**src/rtl/phyacc_pkg.sv**
```systemverilog
package phyacc_pkg;

  typedef enum logic [3:0] {
    ST_IDLE,
    ST_ADR_SET,
    ST_ADR_CAP,
    ST_ADR_REL,
    ST_RD_STB,
    ST_RD_REL,
    ST_WD_SET,
    ST_WD_CAP,
    ST_WD_REL,
    ST_WR_STB,
    ST_WR_REL
  } step_t;

  // strobe offsets above the data field of the control word
  localparam int STB_CAP_ADR = 0;
  localparam int STB_CAP_DAT = 1;
  localparam int STB_WRITE   = 2;
  localparam int STB_READ    = 3;
  localparam int STB_COUNT   = 4;

endpackage

```
**src/rtl/phyacc_poll.sv**
```systemverilog
module phyacc_poll #(
  parameter int POLL_GAP   = 50,
  parameter int POLL_TRIES = 10
) (
  input  logic clk,
  input  logic rst_n,
  input  logic arm,
  input  logic waiting,
  input  logic want,
  input  logic ack,
  output logic hit,
  output logic miss
);
  localparam int GW = $clog2(POLL_GAP + 1);
  localparam int TW = $clog2(POLL_TRIES + 1);

  logic [GW-1:0] gap_q;
  logic [TW-1:0] try_q;
  logic          sample;

  assign sample = waiting && (gap_q == '0);
  assign hit    = sample && (ack == want);
  assign miss   = sample && (ack != want) && (try_q == TW'(POLL_TRIES - 1));

  always_ff @(posedge clk) begin
    if (!rst_n) begin
      gap_q <= '0;
      try_q <= '0;
    end else if (arm) begin
      gap_q <= '0;
      try_q <= '0;
    end else if (sample && !hit && !miss) begin
      try_q <= try_q + 1'b1;
      gap_q <= GW'(POLL_GAP - 1);
    end else if (waiting && gap_q != '0) begin
      gap_q <= gap_q - 1'b1;
    end
  end

  assert_try_bound_R8: assert property (@(posedge clk) disable iff (!rst_n)
    try_q < TW'(POLL_TRIES));
  assert_gap_bound_R8: assert property (@(posedge clk) disable iff (!rst_n)
    gap_q < GW'(POLL_GAP));

endmodule

```
**src/rtl/phyacc_fsm.sv**
```systemverilog
module phyacc_fsm
  import phyacc_pkg::*;
#(
  parameter int DATA_W = 16
) (
  input  logic                          clk,
  input  logic                          rst_n,
  input  logic                          req_valid,
  input  logic                          req_write,
  input  logic [DATA_W-1:0]             req_addr,
  input  logic [DATA_W-1:0]             req_wdata,
  output logic                          req_ready,
  output logic                          busy,
  input  logic [DATA_W:0]               stat,
  input  logic                          hit,
  input  logic                          miss,
  output logic                          arm,
  output logic                          waiting,
  output logic                          want,
  output logic [DATA_W+STB_COUNT-1:0]   ctrl,
  output logic                          rsp_done,
  output logic                          rsp_err,
  output logic [DATA_W-1:0]             rsp_rdata
);
  localparam int CW = DATA_W + STB_COUNT;

  step_t             st_q, st_d;
  logic [DATA_W-1:0] addr_q, data_q, rdata_q;
  logic              wr_q, done_q, err_q;
  logic              accept, finish, strobe_any;

  assign accept     = req_valid && (st_q == ST_IDLE);
  assign req_ready  = (st_q == ST_IDLE);
  assign busy       = (st_q != ST_IDLE);
  assign arm        = (st_d != st_q);
  assign strobe_any = |ctrl[CW-1:DATA_W];

  always_comb begin
    case (st_q)
      ST_ADR_CAP, ST_ADR_REL, ST_RD_STB, ST_RD_REL,
      ST_WD_CAP, ST_WD_REL, ST_WR_STB, ST_WR_REL: waiting = 1'b1;
      default:                                    waiting = 1'b0;
    endcase
    case (st_q)
      ST_ADR_CAP, ST_RD_STB, ST_WD_CAP, ST_WR_STB: want = 1'b1;
      default:                                     want = 1'b0;
    endcase
  end

  always_comb begin
    st_d   = st_q;
    finish = 1'b0;
    if (miss) begin
      st_d   = ST_IDLE;
      finish = 1'b1;
    end else begin
      case (st_q)
        ST_IDLE:    if (accept) st_d = ST_ADR_SET;
        ST_ADR_SET: st_d = ST_ADR_CAP;
        ST_ADR_CAP: if (hit) st_d = ST_ADR_REL;
        ST_ADR_REL: if (hit) st_d = wr_q ? ST_WD_SET : ST_RD_STB;
        ST_RD_STB:  if (hit) st_d = ST_RD_REL;
        ST_RD_REL:  if (hit) begin st_d = ST_IDLE; finish = 1'b1; end
        ST_WD_SET:  st_d = ST_WD_CAP;
        ST_WD_CAP:  if (hit) st_d = ST_WD_REL;
        ST_WD_REL:  if (hit) st_d = ST_WR_STB;
        ST_WR_STB:  if (hit) st_d = ST_WR_REL;
        ST_WR_REL:  if (hit) begin st_d = ST_IDLE; finish = 1'b1; end
        default:    st_d = ST_IDLE;
      endcase
    end
  end

  always_comb begin
    ctrl = '0;
    case (st_q)
      ST_ADR_SET, ST_ADR_REL: ctrl[DATA_W-1:0] = addr_q;
      ST_ADR_CAP: begin
        ctrl[DATA_W-1:0]             = addr_q;
        ctrl[DATA_W + STB_CAP_ADR]   = 1'b1;
      end
      ST_RD_STB:  ctrl[DATA_W + STB_READ] = 1'b1;
      ST_WD_SET, ST_WD_REL, ST_WR_REL: ctrl[DATA_W-1:0] = data_q;
      ST_WD_CAP: begin
        ctrl[DATA_W-1:0]             = data_q;
        ctrl[DATA_W + STB_CAP_DAT]   = 1'b1;
      end
      ST_WR_STB:  ctrl[DATA_W + STB_WRITE] = 1'b1;
      default:    ctrl = '0;
    endcase
  end

  always_ff @(posedge clk) begin
    if (!rst_n) begin
      st_q    <= ST_IDLE;
      addr_q  <= '0;
      data_q  <= '0;
      wr_q    <= 1'b0;
      rdata_q <= '0;
      done_q  <= 1'b0;
      err_q   <= 1'b0;
    end else begin
      st_q   <= st_d;
      done_q <= finish;
      if (accept) begin
        addr_q <= req_addr;
        data_q <= req_wdata;
        wr_q   <= req_write;
        err_q  <= 1'b0;
      end
      if (miss) err_q <= 1'b1;
      if (st_q == ST_RD_STB && hit) rdata_q <= stat[DATA_W-1:0];
    end
  end

  assign rsp_done  = done_q;
  assign rsp_err   = err_q;
  assign rsp_rdata = rdata_q;

  assert_one_strobe_R3: assert property (@(posedge clk) disable iff (!rst_n)
    $countones(ctrl[CW-1:DATA_W]) <= 1);
  assert_addr_first_R4: assert property (@(posedge clk) disable iff (!rst_n)
    (req_valid && req_ready) |=> ctrl == {{STB_COUNT{1'b0}}, $past(req_addr)});
  assert_drop_after_ack_R7: assert property (@(posedge clk) disable iff (!rst_n)
    $fell(strobe_any) |-> ($past(stat[DATA_W]) || (rsp_done && rsp_err)));
  assert_abort_clean_R8: assert property (@(posedge clk) disable iff (!rst_n)
    miss |=> (rsp_done && rsp_err && ctrl == '0 && req_ready));
  assert_done_pulse_R9: assert property (@(posedge clk) disable iff (!rst_n)
    rsp_done |=> !rsp_done);
  assert_done_idle_R2: assert property (@(posedge clk) disable iff (!rst_n)
    rsp_done |-> (req_ready && !busy));

endmodule

```
**src/rtl/phy_indirect_seq.sv**
```systemverilog
module phy_indirect_seq
  import phyacc_pkg::*;
#(
  parameter int DATA_W     = 16,
  parameter int POLL_GAP   = 50,
  parameter int POLL_TRIES = 10
) (
  input  logic                        clk,
  input  logic                        rst_n,
  input  logic                        req_valid,
  output logic                        req_ready,
  input  logic                        req_write,
  input  logic [DATA_W-1:0]           req_addr,
  input  logic [DATA_W-1:0]           req_wdata,
  output logic                        busy,
  output logic                        rsp_done,
  output logic                        rsp_err,
  output logic [DATA_W-1:0]           rsp_rdata,
  output logic [DATA_W+STB_COUNT-1:0] phy_ctrl,
  input  logic [DATA_W:0]             phy_stat
);
  logic arm, waiting, want, hit, miss;

  phyacc_fsm #(.DATA_W(DATA_W)) u_fsm (
    .clk       (clk),
    .rst_n     (rst_n),
    .req_valid (req_valid),
    .req_write (req_write),
    .req_addr  (req_addr),
    .req_wdata (req_wdata),
    .req_ready (req_ready),
    .busy      (busy),
    .stat      (phy_stat),
    .hit       (hit),
    .miss      (miss),
    .arm       (arm),
    .waiting   (waiting),
    .want      (want),
    .ctrl      (phy_ctrl),
    .rsp_done  (rsp_done),
    .rsp_err   (rsp_err),
    .rsp_rdata (rsp_rdata)
  );

  phyacc_poll #(.POLL_GAP(POLL_GAP), .POLL_TRIES(POLL_TRIES)) u_poll (
    .clk     (clk),
    .rst_n   (rst_n),
    .arm     (arm),
    .waiting (waiting),
    .want    (want),
    .ack     (phy_stat[DATA_W]),
    .hit     (hit),
    .miss    (miss)
  );

endmodule

```
**config.mk**
```make
export PLATFORM = sky130hd
export DESIGN_NAME = phy_indirect_seq
export DESIGN_NICKNAME = d
export VERILOG_FILES = /design/src/rtl/phyacc_pkg.sv /design/src/rtl/phyacc_poll.sv /design/src/rtl/phyacc_fsm.sv /design/src/rtl/phy_indirect_seq.sv
export SDC_FILE = /design/constraint.sdc
export NUM_CORES = 1
export LEC_CHECK = 0
export BUFFER_PORTS_ARGS = -buffer_cell sky130_fd_sc_hd__buf_2
export CAP_MARGIN = 20
export CORE_MARGIN = 4
export CORE_UTILIZATION = 47
export CTS_CLUSTER_DIAMETER = 80
export DETAILED_ROUTE_END_ITERATION = 10
export HOLD_SLACK_MARGIN = 0.02
export MAX_ROUTING_LAYER = met4
export PLACE_DENSITY = 0.76
export SLEW_MARGIN = 0
export SYNTH_ARGS = -nofsm -noshare
export SYNTH_HDL_FRONTEND = slang
export SYNTH_HIERARCHICAL = 1
export SYNTH_SLANG_ARGS = --single-unit
```
**constraint.sdc**
```tcl
create_clock -name clk -period 3.34 [get_ports clk]
set_input_delay 0.167 -clock clk [delete_from_list [all_inputs] [get_ports clk]]
set_output_delay 0.167 -clock clk [all_outputs]
set_load 0.03 [all_outputs]
```
* Yosys cells after proc, flatten, opt, wreduce, memory -nomap -nowiden
Memories as Yosys holds them, arrays and structs flattened. A register that Yosys moved wholly into a read port is not among the register bits.
Index checks and enable logic that the tools add are counted.
** Storage, ports and cells
- Output and inout port bits :: 40
- Flip-flop bits (word level) :: 65
- Memories kept :: 1
- Bits in read-only memories :: 16
- Bits of input ports :: 53
- Word-level logic and storage cells :: 76
** Memory list
- (no name shown) :: words 16, width 1, rd ports 1, clocked after Yosys merged registers in 1, wr ports 0, line phyacc_fsm.sv:39 : case (st_q)
** Cells by class
- Bitwise operators :: 1
- Eq/ne operators :: 14
- Multiplexer cells :: 25
- Reductions and logical operators :: 23
- Add/sub/neg operators :: 2
** Operator list (count)
- $mux W4 :: 10
- $pmux W4 S10 :: 1
- $pmux W16 S2 :: 1
- $eq A4 B3 Y1 const B :: 4
- $eq A4 B4 Y1 const B :: 4
- $mux W6 :: 2
- $mux W1 :: 10
- $logic_and A1 B1 Y1 :: 9
- $eq A4 B2 Y1 const B :: 2
- $reduce_or A4 Y1 :: 2
- $logic_not A6 Y1 :: 1
- $reduce_bool A6 Y1 :: 1
- $reduce_or A3 Y1 :: 2
- $sub A6 B1 Y6 const B :: 1
- $add A4 B1 Y4 const B :: 1
- $eq A4 B1 Y1 const B :: 1
- $logic_not A4 Y1 :: 1
- $ne A4 B4 Y1 :: 1
- $reduce_bool A2 Y1 :: 2
- $reduce_bool A4 Y1 :: 1
- $reduce_or A2 Y1 :: 2
- $logic_not A1 Y1 :: 2
- $mux W2 :: 1
- $eq A1 B1 Y1 :: 1
- 2 further kinds :: 2

* Longest topological paths before layout
- Word-level depth :: 10
- Mapped depth :: 19
- Depth with buffers taken out :: 16

* Hierarchy
The synthesis kept the hierarchy.
** By module, submodules not included
- phyacc_fsm :: cells an instance 317, instances 1, sequential area each 1121.1 um2, area an instance 2608.8 um2
- phyacc_poll :: cells an instance 63, instances 1, sequential area each 200.2 um2, area an instance 566.8 um2

* Worst setup path after synthesis
Ideal clock, no wire load.
- Kind :: reg2reg
- Start point :: register u_fsm.st_q[1]
- End point :: register u_poll.try_q[2]
- Required time :: 3224 ps
- Arrival time :: 3135 ps
- Path buffers :: 4
- Cell stages (with the launch flop) :: 20
- Library setup time :: 116 ps
- Clock period less this slack :: 3251 ps
- Setup slack :: 89 ps
- Cell sequence :: dfxtp_1 -> buf_4 -> buf_2 -> nand2_1 -> o21ai_0 -> nand2_1 -> o31ai_1 -> xnor2_1 -> inv_1 -> nor3_1 -> buf_2 -> nor3_1 -> o21ai_1 -> nand3_1 -> or3b_1 -> nand3_1 -> nand2b_1 -> clkbuf_1 -> nor2_1 -> a31o_1
** On the way
- Cells in the longest elaborated chain, start to end :: 10
- Elaborated cells on any way between the ends :: 36
- Classes of those cells :: eq/ne (13); mux (11); reduce/logical (12)
** RTL lines
- from (decl) :: line phyacc_fsm.sv:27 : step_t st_q, st_d;
- from (signal assigned) :: line phyacc_fsm.sv:103 : st_q <= st_d;
- $eq A4 B3 Y1, or another cell as far along :: line phyacc_fsm.sv:44 : case (st_q)
- $reduce_or A4 Y1 * :: line phyacc_fsm.sv:44
- $mux W1 * :: line phyacc_fsm.sv:44
- net want :: line phy_indirect_seq.sv:22 : logic arm, waiting, want, hit, miss;
- $eq A1 B1 Y1 * :: line phyacc_poll.sv:22 : assign hit = sample && (ack == want);
- $logic_and A1 B1 Y1 * :: line phyacc_poll.sv:22
- net hit :: line phy_indirect_seq.sv:22
- $mux W4, or another cell as far along :: line phyacc_fsm.sv:63, phyacc_fsm.sv:68
- $pmux W4 S10 * :: line phyacc_fsm.sv:57 : case (st_q)
- $mux W4 * :: line phyacc_fsm.sv:53 : if (miss) begin
- $ne A4 B4 Y1 * :: line phyacc_fsm.sv:35 : assign arm = (st_d != st_q);
- net arm :: line phy_indirect_seq.sv:22
- $reduce_or A2 Y1 (no source line) *
- to (signal assigned) :: line phyacc_poll.sv:33 : try_q <= try_q + 1'b1;
- to (decl) :: line phyacc_poll.sv:18 : logic [TW-1:0] try_q;
The timed path passes the listed nets; every way through them passes the cells marked *.
A chain may end at the register's enable or synchronous reset.

* Worst setup path after layout
- Start point :: register u_fsm.st_q[2]
- End point :: register u_poll.try_q[2]
The elaborated chain is that of the path after synthesis.

==> results.py <==
metrics = {
    "global_route": {
        "grt_pass1_vias": 2780,
        "grt_pass1_wl_um": 12500,
        "grt_remaining_overflow": 0,
        "grt_max_degree": 56,
        "track_usage": 0.187,
        "antenna_found_initial": 0,
    },
    "cts": {
        "cts_buffers": 9,
        "htree_num_levels": 3,
        "clock_sink_count": 66,
        "cts_tree": "built",
        "clockBufferDepth": 2,
        "clkTransAtPathRegs_ps": 80,
        "insertion_delay_ps": 330,
        "cts_setup_buffers": 0,
        "clockRootBuffer": "clkbuf_8",
    },
    "placement": {
        "dp.cells": 533,
        "hpwl_um": 5260,
        "gp_congestion": 0.886,
        "portBuffers": 92,
    },
    "finish": {
        "area_delta_synth_final_pct": 21.9,
        "regArea_sq_um": 1320,
        "multi_input_area_sq_um": 1640,
        "nNetsFinal": 524,
        "final_common_cell": "nand2_1",
        "final_core_util": 0.599,
        "final_cells": 549,
        "drive_above_1_share": 0.284,
        "nFillCells": 590,
        "layout_common_cells": "106 x nand2_1, 92 x buf_2, 66 x dfxtp_1",
        "n_antenna_cell": 0,
    },
    "setup_path": {
        "endpoint_kind": "flop",
        "worstPathMaxFanout": 16,
        "worstPathArrival_ps": 3180,
        "timing.rr.end": "u_poll/try_q[2]$_SDFFE_PP0P_",
        "max_stage_delay_ps": 380,
        "cp.required_ps": 3570,
        "crit_type": "flop to flop",
        "endpoint": "u_poll/try_q[2]$_SDFFE_PP0P_",
        "regToRegSetupSlack_ps": 390,
        "critPathLaunch": "u_fsm/st_q[2]$_SDFF_PN0_",
        "rr_startpoint": "u_fsm/st_q[2]$_SDFF_PN0_",
        "cp_cell_sequence": "buf_4 -> xnor2_1 -> o31ai_1 -> xnor2_1 -> inv_1 -> nor3_1 -> nor3_1 -> o21ai_1 -> nand3_1 -> or3b_1 -> nand3_1 -> nand2b_2 -> a211oi_1 -> a31o_1",
        "crit_path_start_kind": "flop",
        "r2r_cells": 14,
        "critPathSlowestCell": "or3b_1",
    },
    "job": {
        "maxCapViolCount": 0,
    },
    "drt": {
        "firstDrtPassIters": 4,
        "finalWirelength_um": 7370,
        "post_drt_via_cell_ratio": 5.23,
        "wl_per_cell_um": 13.4,
        "vias": 2871,
        "ant_nets": 0,
        "drc": 0,
        "drt_iter0_markers": 162,
    },
    "synthesis": {
        "synth-xor-area-share": 0.0193,
        "synth_nets": 437,
        "yosys.area_share.simple": 0.246,
        "syn_avg_cell_area_sq_um": 8.36,
        "synth_top_family_by_area": "simple AND/OR/NAND/NOR gates",
        "synth_edf_count": 0,
        "synth_flop_cell": "dfxtp_1",
        "synth_mux_area_frac": 0.00315,
        "synthAdderAreaFrac": 0.0158,
        "ys_ff_latch": 66,
        "syn-cell-area_sq_um": 3180,
        "synthArstFlopShare": 0,
        "yosysSeqAreaShare": 0.416,
        "synth_compound_area_frac": 0.232,
        "netlist_instances": 380,
        "yosys_warnings": 6,
        "yosysUniqueCellTypes": 50,
    },
    "floorplan": {
        "start_util": 0.492,
        "die_x_um": 90.2,
        "dieHeight_um": 90.2,
        "io_pins": 93,
        "num_rows": 29,
        "fp.coreArea_sq_um": 6460,
        "fp.dieArea_sq_um": 8140,
    },
    "timing": {
        "setup_viol": 0,
        "final.setup.tns_ps": 0,
        "maxSlewViolCount": 0,
        "fmaxAchievable_ghz": 0.338,
        "clock_skew_ps": 8.87,
        "rsz0062_at_grt": "no",
        "fin_crit_ps": 2950,
        "worst_slew_pin_slew_ps": 808,
        "post-route-period-util": 0.885,
        "slew_headroom": 0.461,
        "hold_viol_final": 0,
    },
    "power_and_ir_drop": {
        "p_clk_frac": 0.383,
        "swShare": 0.282,
        "p_switching_w": 0.000554,
        "pwr-share-comb": 0.178,
        "ir_drop_v": 0.000397,
        "p_int_w": 0.00141,
        "power_frac_seq": 0.439,
        "power.density_nw_per_um2": 507,
        "p_leak_nw": 1.68,
    },
    "outcome": {
        "outcome": "finished clean",
    },
    "worst_hold_path": {
        "hold_path.class": "input port to flop",
        "hold_depth": 3,
    },
}
per-stage QoR:
| stage | worst slack, ps | total power, W | hold WS (ps) | area, sq um |
|---|---|---|---|---|
| 6_report | 385 | 0.00196 | 62.3 | 3870 |
| 5_1_grt | 21.2 | 0.00206 | 44.8 | 3870 |
| 4_1_cts | 273 | 0.00198 | 48.6 | 3870 |
| 3_5_place_dp | 295 | 0.00123 | 413 | 3640 |
| 3_3_place_gp | 397 | 0.00122 | 407 | 3640 |
| 2_1_floorplan | 89.4 | 0.00114 | 302 | 3180 |
what timing repair did:
item,CTS,global route
hold buffers,0,0
setup endpoints to repair,0,2
resized for setup,0,1
state kept, by name, indices dropped and copies added, names as in the netlist:
register         count
u_poll/try_q         4
u_fsm/wr_q           1
u_fsm/rsp_done       1
u_fsm/waiting        1
u_fsm/addr_q        16
u_fsm/data_q        16
u_poll/gap_q         6
u_fsm/rsp_rdata     16
u_fsm/rsp_err        1
u_fsm/st_q           4
final cells by class:
| class | instances | area share |
|---|---|---|
| well taps | 77 | 0.0249 |
| repair buffers | 104 | 0.142 |
| clock inverters | 6 | 0.0230 |
| multi-input cells | 277 | 0.424 |
| flip-flops and latches | 66 | 0.341 |
| inverters | 9 | 0.00873 |
| clock buffers | 10 | 0.0356 |
critical path, delay by kind of cell (launching register included):
family                    cells  cell delay [ps]
AOI/OAI and AO/OA             4              660
xor gates and xnor gates      2              270
buffers and inverters         2              300
DFF                           1              360
and+or+nand+nor               6             1280
synthesized netlist by cell type, types with 3 or more instances:
cell type | number | area share
buf_2 | 10 | 0.016
o21ai_0 | 5 | 0.0079
a21oi_1 | 12 | 0.019
dfxtp_1 | 66 | 0.42
nand3_1 | 4 | 0.0063
and3_1 | 3 | 0.0059
o31ai_1 | 3 | 0.0071
nand2_2 | 3 | 0.0059
ha_1 | 4 | 0.016
nand2_1 | 106 | 0.13
a21boi_0 | 6 | 0.014
a22o_1 | 16 | 0.044
inv_1 | 7 | 0.0083
nor3_1 | 8 | 0.013
nor3_2 | 3 | 0.0095
nor2_1 | 9 | 0.011
a21boi_1 | 43 | 0.10
nor2b_1 | 6 | 0.012
nand2b_1 | 5 | 0.0099
clkbuf_1 | 7 | 0.0083
xnor2_1 | 6 | 0.017
buf_6 | 6 | 0.021
o21ai_1 | 4 | 0.0063
buf_4 | 5 | 0.012
metal layers:
metal | share of wire | track usage
met5 | 0 | -
met4 | 0.0095 | 0.0536
met3 | 0.055 | 0.0467
met2 | 0.46 | 0.295
met1 | 0.47 | 0.240
how the worst min path moves through the flow:
stage / from / to / slack [ps]
global route: req_addr[13] / u_fsm/addr_q[13]$_SDFFE_PN0P_ / 40
CTS: req_wdata[10] / u_fsm/data_q[10]$_SDFFE_PN0P_ / 50
detailed placement: req_addr[2] / u_fsm/addr_q[2]$_SDFFE_PN0P_ / 410
global placement: phy_stat[4] / u_fsm/rsp_rdata[4]$_SDFFE_PN0P_ / 410
finish: req_wdata[9] / u_fsm/data_q[9]$_SDFFE_PN0P_ / 60
floorplan: req_addr[0] / u_fsm/addr_q[0]$_SDFFE_PN0P_ / 300
kinds of logic (layout without fill, tap and decap cells):
logic type,Yosys count,in the layout
flops,66,66
fa+ha+maj,4,4
mux,1,1
xor+xnor,7,7
buf+inv,37,129
simple gates,164,164
compound gates,101,101
power groups by stage:
stage / clock (W) / combinational, W / sequential (W)
floorplan: 0 / 0.000275 / 0.000867
global placement: 0 / 0.000344 / 0.000877
detailed placement: 0 / 0.000347 / 0.000879
CTS: 0.000770 / 0.000348 / 0.000861
global route: 0.000801 / 0.000387 / 0.000867
finish: 0.000751 / 0.000349 / 0.000861
Power figures use the tool's default switching activity.
